<file path="src/rtl/hsw_pkg.sv">
package hsw_pkg;
  localparam int ADDR_W = 2;
  localparam int DATA_W = 8;
  localparam int NGRP   = 2;
  localparam int G_MAIN = 0;
  localparam int G_AUX  = 1;

  typedef enum logic [ADDR_W-1:0] {
    REG_CTRL = 2'd0,
    REG_STAT = 2'd1,
    REG_MASK = 2'd2,
    REG_TLIM = 2'd3
  } reg_addr_e;
endpackage

</file>
<file path="src/rtl/hsw_fault_timer.sv">
module hsw_fault_timer #(
  parameter int CNT_W = 8
) (
  input  logic             clk,
  input  logic             rst_n,
  input  logic             arm,
  input  logic             tick,
  input  logic [CNT_W-1:0] limit,
  output logic             expire
);
  logic [CNT_W-1:0] cnt_q;
  logic [CNT_W:0]   lim_eff;
  logic [CNT_W:0]   cnt_nx;

  always_comb begin
    lim_eff = (limit == '0) ? {{CNT_W{1'b0}}, 1'b1} : {1'b0, limit};
    cnt_nx  = {1'b0, cnt_q} + 1'b1;
    expire  = arm && tick && (cnt_nx >= lim_eff);
  end

  always_ff @(posedge clk) begin
    if (!rst_n)               cnt_q <= '0;
    else if (!arm || expire)  cnt_q <= '0;
    else if (tick)            cnt_q <= cnt_nx[CNT_W-1:0];
  end

  // a dropped flag returns the count to zero
  p_cnt_clear_r10: assert property (@(posedge clk) disable iff (!rst_n)
    !arm |=> (cnt_q == '0));
  // no tick, no advance
  p_cnt_hold_r1: assert property (@(posedge clk) disable iff (!rst_n)
    (arm && !tick) |=> $stable(cnt_q));
endmodule

</file>
<file path="src/rtl/hsw_breaker.sv">
module hsw_breaker (
  input  logic clk,
  input  logic rst_n,
  input  logic req,
  input  logic pin,
  input  logic trip_set,
  output logic tripped,
  output logic pin_fault
);
  logic trip_q, pin_q;

  always_ff @(posedge clk) begin
    if (!rst_n) begin
      trip_q <= 1'b0;
      pin_q  <= 1'b0;
    end else if (trip_set) begin
      trip_q <= 1'b1;
      pin_q  <= pin;
    end else if (!req) begin
      trip_q <= 1'b0;
      pin_q  <= 1'b0;
    end
  end

  assign tripped   = trip_q;
  assign pin_fault = trip_q & pin_q;

  // a latched trip survives while the request is held
  p_latch_hold_r5: assert property (@(posedge clk) disable iff (!rst_n)
    (trip_q && req) |=> trip_q);
  // a dropped request without a new trip releases the latch
  p_latch_clear_r5: assert property (@(posedge clk) disable iff (!rst_n)
    (!req && !trip_set) |=> !trip_q);
endmodule

</file>
<file path="src/rtl/hsw_regs.sv">
module hsw_regs
  import hsw_pkg::*;
#(
  parameter int LIM_W   = 8,
  parameter int LIM_RST = 4
) (
  input  logic              clk,
  input  logic              rst_n,
  input  logic              wr_en,
  input  logic [ADDR_W-1:0] wr_addr,
  input  logic [DATA_W-1:0] wr_data,
  input  logic [NGRP-1:0]   flt_set,
  output logic [NGRP-1:0]   ctrl,
  output logic [LIM_W-1:0]  limit,
  output logic              irq_n
);
  logic [NGRP-1:0] stat_q, mask_q, w1c;

  assign w1c = (wr_en && wr_addr == REG_STAT) ? wr_data[NGRP-1:0] : '0;

  always_ff @(posedge clk) begin
    if (!rst_n) begin
      ctrl   <= '0;
      mask_q <= '0;
      stat_q <= '0;
      limit  <= LIM_W'(LIM_RST);
    end else begin
      stat_q <= (stat_q & ~w1c) | flt_set;
      if (wr_en) begin
        case (reg_addr_e'(wr_addr))
          REG_CTRL: ctrl   <= wr_data[NGRP-1:0];
          REG_MASK: mask_q <= wr_data[NGRP-1:0];
          REG_TLIM: limit  <= wr_data[LIM_W-1:0];
          default:  ;
        endcase
      end
    end
  end

  assign irq_n = ~|(stat_q & ~mask_q);

  // bits not written with 1 never drop
  p_w1c_keep_r8: assert property (@(posedge clk) disable iff (!rst_n)
    1'b1 |=> ((($past(stat_q) & ~$past(w1c)) & ~stat_q) == '0));
  // a written 1 without a concurrent trip clears
  p_w1c_clear_r8: assert property (@(posedge clk) disable iff (!rst_n)
    1'b1 |=> ((stat_q & $past(w1c) & ~$past(flt_set)) == '0));
  // every trip leaves its status bit set
  p_stat_set_r7: assert property (@(posedge clk) disable iff (!rst_n)
    1'b1 |=> ((stat_q & $past(flt_set)) == $past(flt_set)));
endmodule

</file>
<file path="src/rtl/hsw_slot_supervisor.sv">
module hsw_slot_supervisor
  import hsw_pkg::*;
#(
  parameter int NRAIL   = 4,
  parameter int TMR_W   = 8,
  parameter int LIM_RST = 4
) (
  input  logic              clk,
  input  logic              rst_n,
  input  logic              on_pin,
  input  logic              aux_pin,
  input  logic              stby_ok,
  input  logic [NRAIL-1:0]  slow_oc,
  input  logic [NRAIL-1:0]  fast_oc,
  input  logic [NRAIL-1:0]  uv_flag,
  input  logic              aux_oc,
  input  logic              tick,
  input  logic              wr_en,
  input  logic [ADDR_W-1:0] wr_addr,
  input  logic [DATA_W-1:0] wr_data,
  output logic              main_en,
  output logic              aux_en,
  output logic              main_dis,
  output logic              aux_dis,
  output logic              fault_n,
  output logic              irq_n
);
  logic [NGRP-1:0]  ctrl, pins, req, on, arm, expire, set, tripped, pin_flt;
  logic [TMR_W-1:0] limit;

  assign pins = {aux_pin, on_pin};
  assign req  = pins | ctrl;

  always_comb begin
    on[G_MAIN]  = req[G_MAIN] & ~tripped[G_MAIN];
    on[G_AUX]   = req[G_AUX]  & ~tripped[G_AUX] & stby_ok;
    arm[G_MAIN] = on[G_MAIN] & (|slow_oc);
    arm[G_AUX]  = on[G_AUX]  & aux_oc;
    set[G_MAIN] = on[G_MAIN] & ((|fast_oc) | (|uv_flag) | expire[G_MAIN]);
    set[G_AUX]  = expire[G_AUX];
  end

  for (genvar g = 0; g < NGRP; g++) begin : g_grp
    hsw_fault_timer #(.CNT_W(TMR_W)) tmr_i (
      .clk(clk), .rst_n(rst_n), .arm(arm[g]), .tick(tick),
      .limit(limit), .expire(expire[g])
    );
    hsw_breaker brk_i (
      .clk(clk), .rst_n(rst_n), .req(req[g]), .pin(pins[g]),
      .trip_set(set[g]), .tripped(tripped[g]), .pin_fault(pin_flt[g])
    );
  end

  hsw_regs #(.LIM_W(TMR_W), .LIM_RST(LIM_RST)) regs_i (
    .clk(clk), .rst_n(rst_n), .wr_en(wr_en), .wr_addr(wr_addr),
    .wr_data(wr_data), .flt_set(set), .ctrl(ctrl), .limit(limit),
    .irq_n(irq_n)
  );

  assign main_en  = on[G_MAIN];
  assign aux_en   = on[G_AUX];
  assign main_dis = ~on[G_MAIN];
  assign aux_dis  = ~on[G_AUX];
  assign fault_n  = ~|pin_flt;

  // fast overcurrent while on removes the main group at the next edge
  p_fast_trip_r2: assert property (@(posedge clk) disable iff (!rst_n)
    (main_en && |fast_oc) |=> !main_en);
  // undervoltage while on removes the main group at the next edge
  p_uv_trip_r3: assert property (@(posedge clk) disable iff (!rst_n)
    (main_en && |uv_flag) |=> !main_en);
  // a main trip only starts from an enabled group
  p_uv_off_r3: assert property (@(posedge clk) disable iff (!rst_n)
    $rose(tripped[G_MAIN]) |-> $past(main_en));
  // the auxiliary breaker only trips through its timer
  p_aux_timer_r4: assert property (@(posedge clk) disable iff (!rst_n)
    $rose(tripped[G_AUX]) |-> $past(expire[G_AUX]));
  // auxiliary trips never come from main flags alone
  p_aux_indep_r4: assert property (@(posedge clk) disable iff (!rst_n)
    (aux_en && !aux_oc && stby_ok && req[G_AUX]) |=> (tripped[G_AUX] == 1'b0));
endmodule

</file>
<file path="config.mk">
export PLATFORM = sky130hd
export DESIGN_NAME = hsw_slot_supervisor
export DESIGN_NICKNAME = d
export VERILOG_FILES = /design/src/rtl/hsw_pkg.sv /design/src/rtl/hsw_fault_timer.sv /design/src/rtl/hsw_breaker.sv /design/src/rtl/hsw_regs.sv /design/src/rtl/hsw_slot_supervisor.sv
export SDC_FILE = /design/constraint.sdc
export NUM_CORES = 1
export LEC_CHECK = 0
export BUFFER_PORTS_ARGS = -buffer_cell sky130_fd_sc_hd__buf_4
export CAP_MARGIN = 0
export CORE_MARGIN = 2
export CORE_UTILIZATION = 56
export CTS_CLUSTER_DIAMETER = 100
export DETAILED_ROUTE_END_ITERATION = 10
export PLACE_DENSITY = 0.9
export SLEW_MARGIN = 20
export SYNTH_ARGS = -nofsm -noshare
export SYNTH_HDL_FRONTEND = slang
export SYNTH_HIERARCHICAL = 1
export SYNTH_SLANG_ARGS = --single-unit
</file>
<file path="constraint.sdc">
create_clock -name clk -period 3.95 [get_ports clk]
set_input_delay 0.1975 -clock clk [delete_from_list [all_inputs] [get_ports clk]]
set_output_delay 0.1975 -clock clk [all_outputs]
set_load 0.01 [all_outputs]
</file>
==> metrics, run 1 <==
status completed; clk sinks 34; fillers 329; Avg Vias per Cell 5.78; Hold Violations, Final 0; Mean Syn Cell Area approximately 8.1 µm²; area of the multi-input gates 1410 µm²; fin nets 360; slowest cell on the critical path dfxtp_1; 1st-pass router iterations 4; Main synth FF type dfxtp_1; fraction of layout cells with a size suffix above 1 16.7%; Setup Fix Bufs, Post-CTS 0; peak supply drop between 0.0002 and 0.00025 V; Congestion Overflow GR 0; die height 67.2 µm; Initial Util 59.7%; Power Internal approximately 520 µW; Post-Syn Area 2230 µm²; Finished Layout Cells 360; vias in the first global route 1974; worst-margin pin slew approximately 0.75 ns; Die W 67.2 µm; crit share post-route 80.5%; PostCTS Resize Cnt 0; Post-Synthesis Cells approximately 280; Post-Place Cells about 350; FMAX around 310 MHz; hpwl dp ~3600 µm; die area 4510 µm²; crit-path max cell delay around 0.44 ns; commonest non-fill, non-tap cell in the layout nand2_1; largest net degree at the start of global routing 32; antenna violations before repair 0; H-tree depth 2; Syn-to-layout area delta 16.3%; RSZ-0062 raised after global routing false; FFs w/ async S/R, synth 0%; first-pass GRT wire length 8220 µm; GP Congestion around 0.85; CTS Buf Count 5; Iter 0 DRT Violations 190; vias 2081; Post-DRT Antenna Nets 0; row count 22; post-synthesis register bit count 34; sequential group share of total power around 50%; crit path capture type flip-flop; quantity of hold-fixing buffers added after cts 0; worst hold path type in -> reg; max-slew violations 0; maxcap violations 0; Tot GR Track Use between 20% and 30%; Seq/Total Area, Yosys a little under a third; register area 681 µm²; Setup Viol. Count Final 0; Total Wirelength ~4700 µm; Final Critical Period 3.18 ns; crit path max fanout 7; Switching Share about a quarter; hold slack final 0.102 ns; CORE AREA 3740 µm²; Post-synth EDFFs 0; Antenna Cells 0; Post-route DRC 0; worst-skew pair later-pin latency around 0.28 ns; Clock Pin Slew Worst Setup and Hold Paths ~0.070 ns; crit path kind reg -> reg; synth warn 6; required time worst endpoint a little over 4 ns; Slew headroom 49.9%; post-synth net total between 300 and 400; input/output buffers 35; commonest cells after routing, fill and taps aside nand2_1 (40), buf_4 (35), dfxtp_1 (34); root buffer cell clkbuf_8; clock power share 34.5%; Combinational Power Share between 10% and 20%; worst path cell trace ha_1, nand3_1, xnor2_1, ha_1, a21o_1, a221o_1, a21oi_1, nand2_1, and3_1, nor4_1, a31oi_1, o21ai_0, a31oi_1; Wirelength per Cell 13.2 µm; clk buf depth 2; Worst setup SP type flip-flop; Net Sw Power 183 µW; Pleak about 1.2 nW; Distinct cells, synth 43; io pins 36; clock tree from TritonCTS built; Setup Skew 0.00484 ns; Power Density roughly 270 nW/µm²; CP Data Arrival Time 3.35 ns; Fin Setup TNS 0 ns
## cell type report
type | count | share of cell area, %
flip-flops and latches | 34 | 26.2
repair buffers | 35 | 10.1
multi-input cells | 207 | 54.1
well taps | 48 | 2.31
inverters | 29 | 4.19
clock buffers | 5 | 2.65
clock inverters | 2 | 0.385
## metrics by stage
step           setup WS, ns  total power, mW  utilization [%]  cell area (µm²)
4_1_cts               0.817            0.707             69.4             2600
3_3_place_gp          0.969            0.463             67.3             2520
3_5_place_dp          0.829            0.467             67.3             2520
2_1_floorplan          1.16            0.423                -             2230
6_report              0.771            0.702             69.4             2600
5_1_grt               0.445            0.734             69.4             2600
## power groups by stage
stage | Clock [mW] | Sequential [mW] | Combinational, mW
floorplan | 0 | 0.363 | 0.0599
global placement | 0 | 0.365 | 0.0983
detailed placement | 0 | 0.365 | 0.102
CTS | 0.247 | 0.357 | 0.102
global route | 0.262 | 0.359 | 0.114
finish | 0.242 | 0.358 | 0.102
## synthesized netlist by cell type, drive strengths merged (5+ instances only)
cell / count / area share, %
and3: 11 / 3.1
o21ai: 6 / 1.3
a31oi: 9 / 2.5
nor2: 10 / 1.7
nand4b: 9 / 3.5
xnor2: 6 / 2.4
ha: 18 / 10
nand3: 22 / 4.9
mux2i: 11 / 4.9
dfxtp: 34 / 30
nand2: 41 / 7.2
inv: 29 / 4.9
a21oi: 9 / 2.0
buf: 5 / 1.7
## path summary, 6_finish.rpt
| path | slack (ns) | depth (start not counted) | endpoint | from |
|---|---|---|---|---|
| max | 0.77 | 13 | regs_i/stat_q[0]$_SDFF_PN0_ | g_grp[0].tmr_i/cnt_q[0]$_SDFFE_PP0P_ |
| min | 0.10 | 2 | regs_i/stat_q[1]$_SDFF_PN0_ | wr_data[1] |
| max reg2reg | 0.77 | 13 | regs_i/stat_q[0]$_SDFF_PN0_ | g_grp[0].tmr_i/cnt_q[0]$_SDFFE_PP0P_ |
| min reg2reg | 0.46 | 2 | regs_i/ctrl[1]$_SDFFE_PN0P_ | regs_i/ctrl[1]$_SDFFE_PN0P_ |
## sequential cells by signal, indices dropped and copies added, names as in the netlist
name	cells
g_grp.tmr_i/cnt_q	16
g_grp.brk_i/pin_q	2
g_grp.brk_i/tripped	2
regs_i/ctrl	2
regs_i/stat_q	2
regs_i/limit	8
regs_i/mask_q	2
## critical path, delay by kind of cell (launching register included)
family          cells  cell delay (ns)
flops               1             0.44
simple gates        4             0.65
compound gates      6             1.20
xor+xnor            1             0.18
fa+ha+maj           2             0.59
## kinds of logic (layout without fill, tap and decap cells)
group,Yosys count,in the layout,synth area share [%]
simple gates,124,124,30.0
compound gates,44,44,14.0
flops,34,34,30.5
xor+xnor,10,10,3.92
mux,11,11,4.93
buf+inv,34,71,6.55
fa+ha+maj,18,18,10.1
## layer usage
metal | part of all wire, % | vias up | track usage, %
met1 | 47 | 981 | 28.9
li1 | - | 1049 | -
met4 | 0.65 | 0 | 7.14
met5 | 0 | - | 0
met3 | 4.3 | 4 | 5.00
met2 | 48 | 47 | 41.3
(Power assumes the default switching activity.)
==> run 2, diff against run 1 <==
--- a/config.mk
+++ b/config.mk
@@ -8,10 +8,10 @@
 export BUFFER_PORTS_ARGS = -buffer_cell sky130_fd_sc_hd__buf_4
 export CAP_MARGIN = 0
 export CORE_MARGIN = 2
-export CORE_UTILIZATION = 56
+export CORE_UTILIZATION = 51
 export CTS_CLUSTER_DIAMETER = 100
 export DETAILED_ROUTE_END_ITERATION = 10
-export PLACE_DENSITY = 0.9
+export PLACE_DENSITY = 0.87
 export SLEW_MARGIN = 20
 export SYNTH_ARGS = -nofsm -noshare
 export SYNTH_HDL_FRONTEND = slang
==> constraint.sdc (replaced) <==
create_clock -name clk -period 2.6 [get_ports clk]
set_input_delay 0.13 -clock clk [delete_from_list [all_inputs] [get_ports clk]]
set_output_delay 0.13 -clock clk [all_outputs]
set_load 0.01 [all_outputs]
==> run 2 against run 1 <==
The flow now finishes with violations (negative setup slack). Die area increased by 9.2%. Wire length increased by 42%. Clock power increased by 99%. First-iteration DRC count increased by 27%. Via count increased by 16%. Power increased by 75%. Clock skew increased by 0.0082 ns. Non-clock buffer count increased by 41. Sequential power increased by 51%. Largest power group unchanged. Largest cell class unchanged.
==> metrics, run 2 (same netlist as run 1, synthesis figures left out) <==
max FFs per register 16; CORE AREA roughly 4300 µm²; Final Critical Period about 2.8 ns; clock tree from TritonCTS built; Final Core Density between 70% and 80%; Critical R2R Launch g_grp[0].tmr_i/cnt_q[0]$_SDFFE_PP0P_; Total Wirelength 6730 µm; FMAX 352 MHz; status finished with violations; hold path start wr_data[1]; hpwl dp 4000 µm; worst-skew pair later-pin latency 0.31 ns; vias 2413; r2r setup slk -0.24 ns; antenna violations before repair 0; register with the most flip-flops g_grp.tmr_i/cnt_q; Tot GR Track Use 27.4%; maxcap violations 0; RSZ-0062 raised after global routing true; largest net degree at the start of global routing 32; crit path max fanout 5; Pleak 1.44 nW; Post-Place Cells 388; Setup Skew 0.0131 ns; worst hold path type in -> reg; Wirelength per Cell 16.6 µm; CTS Buf Count 5; Clock Pin Slew Worst Setup and Hold Paths approximately 0.080 ns; Post-route DRC 0; Power Density 387 nW/µm²; vias in the first global route ~2400; clk sinks 34; clock power share 39.2%; Fin Setup TNS -1.47 ns; Post-DRT Antenna Nets 0; Finished Layout Cells 406; Setup Viol. Count Final 10; first-pass GRT wire length 10600 µm; clk buf depth 2; Place WS -0.214 ns; area of the multi-input gates around 1600 µm²; GP Congestion slightly below 0.9; Power Internal 900 µW; 1st-pass router iterations 4; Avg Vias per Cell 5.94; commonest cells after routing, fill and taps aside buf_4 (70), nand2_1 (40), inv_1 (29); failing checks negative setup slack; crit path kind reg -> reg; peak supply drop between 0.0003 and 0.0004 V; required time worst endpoint 2.85 ns; Regs by FF count g_grp.tmr_i/cnt_q (16), regs_i/limit (8); H-tree depth 2; fillers 274; crit share post-route 109%; Die W 70.2 µm; worst-margin pin slew 0.585 ns; commonest non-fill, non-tap cell in the layout buf_4; Switching Share between 20% and 30%; sequential group share of total power 44.1%; fraction of layout cells with a size suffix above 1 36.4%; Congestion Overflow GR 0; Combinational Power Share 16.7%; final worst setup slack -0.242 ns; Syn-to-layout area delta 42.0%; input/output buffers 35; max-slew violations 0; die area 4920 µm²; Iter 0 DRT Violations 241; Slew headroom roughly 60%; io pins 36; Worst setup SP type flip-flop; CP Data Arrival Time 3.09 ns; row count 24; register area roughly 700 µm²; root buffer cell clkbuf_8; fin nets 401; CP startpoint g_grp[0].tmr_i/cnt_q[0]$_SDFFE_PP0P_; Antenna Cells 0; Initial Util 52.0%; crit path capture type flip-flop; Net Sw Power around 330 µW; die height 70.2 µm; quantity of hold-fixing buffers added after cts 0; Hold Violations, Final 0
[run 2: changes by cell type in the layout (fill, tap and decap cells not counted), moves of 3 or more]
| cell | before | now |
|---|---|---|
| buf_6 | 0 | 5 |
| xnor2_2 | 0 | 3 |
| dfxtp_2 | 0 | 6 |
| and3_1 | 10 | 3 |
| dfxtp_4 | 0 | 4 |
| xnor2_1 | 6 | 3 |
| dfxtp_1 | 34 | 24 |
| nand3_1 | 22 | 18 |
| o21ai_0 | 6 | 3 |
| clkbuf_8 | 5 | 8 |
| o21ai_1 | 0 | 3 |
| buf_4 | 35 | 70 |
| nand3_2 | 0 | 3 |
| and3_4 | 0 | 7 |
[run 2: critical path: stages, from the launching register on]
cell and delay [ns]:
dfxtp_4 0.37, ha_4 0.18, buf_4 0.14, xor2_1 0.15, ha_1 0.33, a21oi_1 0.23, o21ai_0 0.23, a21oi_2 0.22
nand2_1 0.10, and3_4 0.20, nor4_4 0.17, a31oi_4 0.15, nand4b_1 0.21, nand2_1 0.08
[run 2: power groups by stage]
stage	Clock (mW)	Sequential, mW	Combinational [mW]
final	0.481	0.540	0.205
after global routing	0.495	0.541	0.220
after CTS	0.465	0.541	0.188
after detailed placement	0	0.554	0.168
after global placement	0	0.554	0.161
after floorplan	0	0.552	0.0925
[run 2: final timing paths]
kind	end	cells past startpoint
worst min register to register	regs_i/ctrl[1]$_SDFFE_PN0P_	2
worst max-delay path	g_grp[0].brk_i/pin_q$_SDFFE_PN0P_	13
worst min-delay path	regs_i/stat_q[1]$_SDFF_PN0_	2
worst max register to register	g_grp[0].brk_i/pin_q$_SDFFE_PN0P_	13
[run 2: layout make-up]
class | count | share of cell area, %
sequential | 34 | 22.2
timing repair buffer | 76 | 19.0
inverter | 29 | 3.43
clock buffer | 8 | 3.47
multi-input combinational | 207 | 49.9
tap | 52 | 2.05
[run 2: through the flow]
step | power, mW | hold WS (ns) | area, µm²
5_1_grt | 1.26 | 0.0188 | 3170
6_report | 1.23 | 0.0189 | 3170
3_5_place_dp | 0.722 | 0.330 | 2800
3_3_place_gp | 0.715 | 0.325 | 2800
4_1_cts | 1.19 | 0.0250 | 3080
2_1_floorplan | 0.645 | 0.230 | 2270
[run 2: what timing repair did]
item | in CTS | in global routing
hold endpoints to repair | 0 | 0
resized for setup | 24 | 17
setup buffers | 7 | 3
setup endpoints to repair | 7 | 18
pin swaps | 4 | 3
[run 2: metal layers]
metal  GRT usage [%]  part of all wire, %
met5               0                    0
met2            47.1                   49
met1            31.4                   39
met3            7.50                  7.3
met4            12.8                  5.1
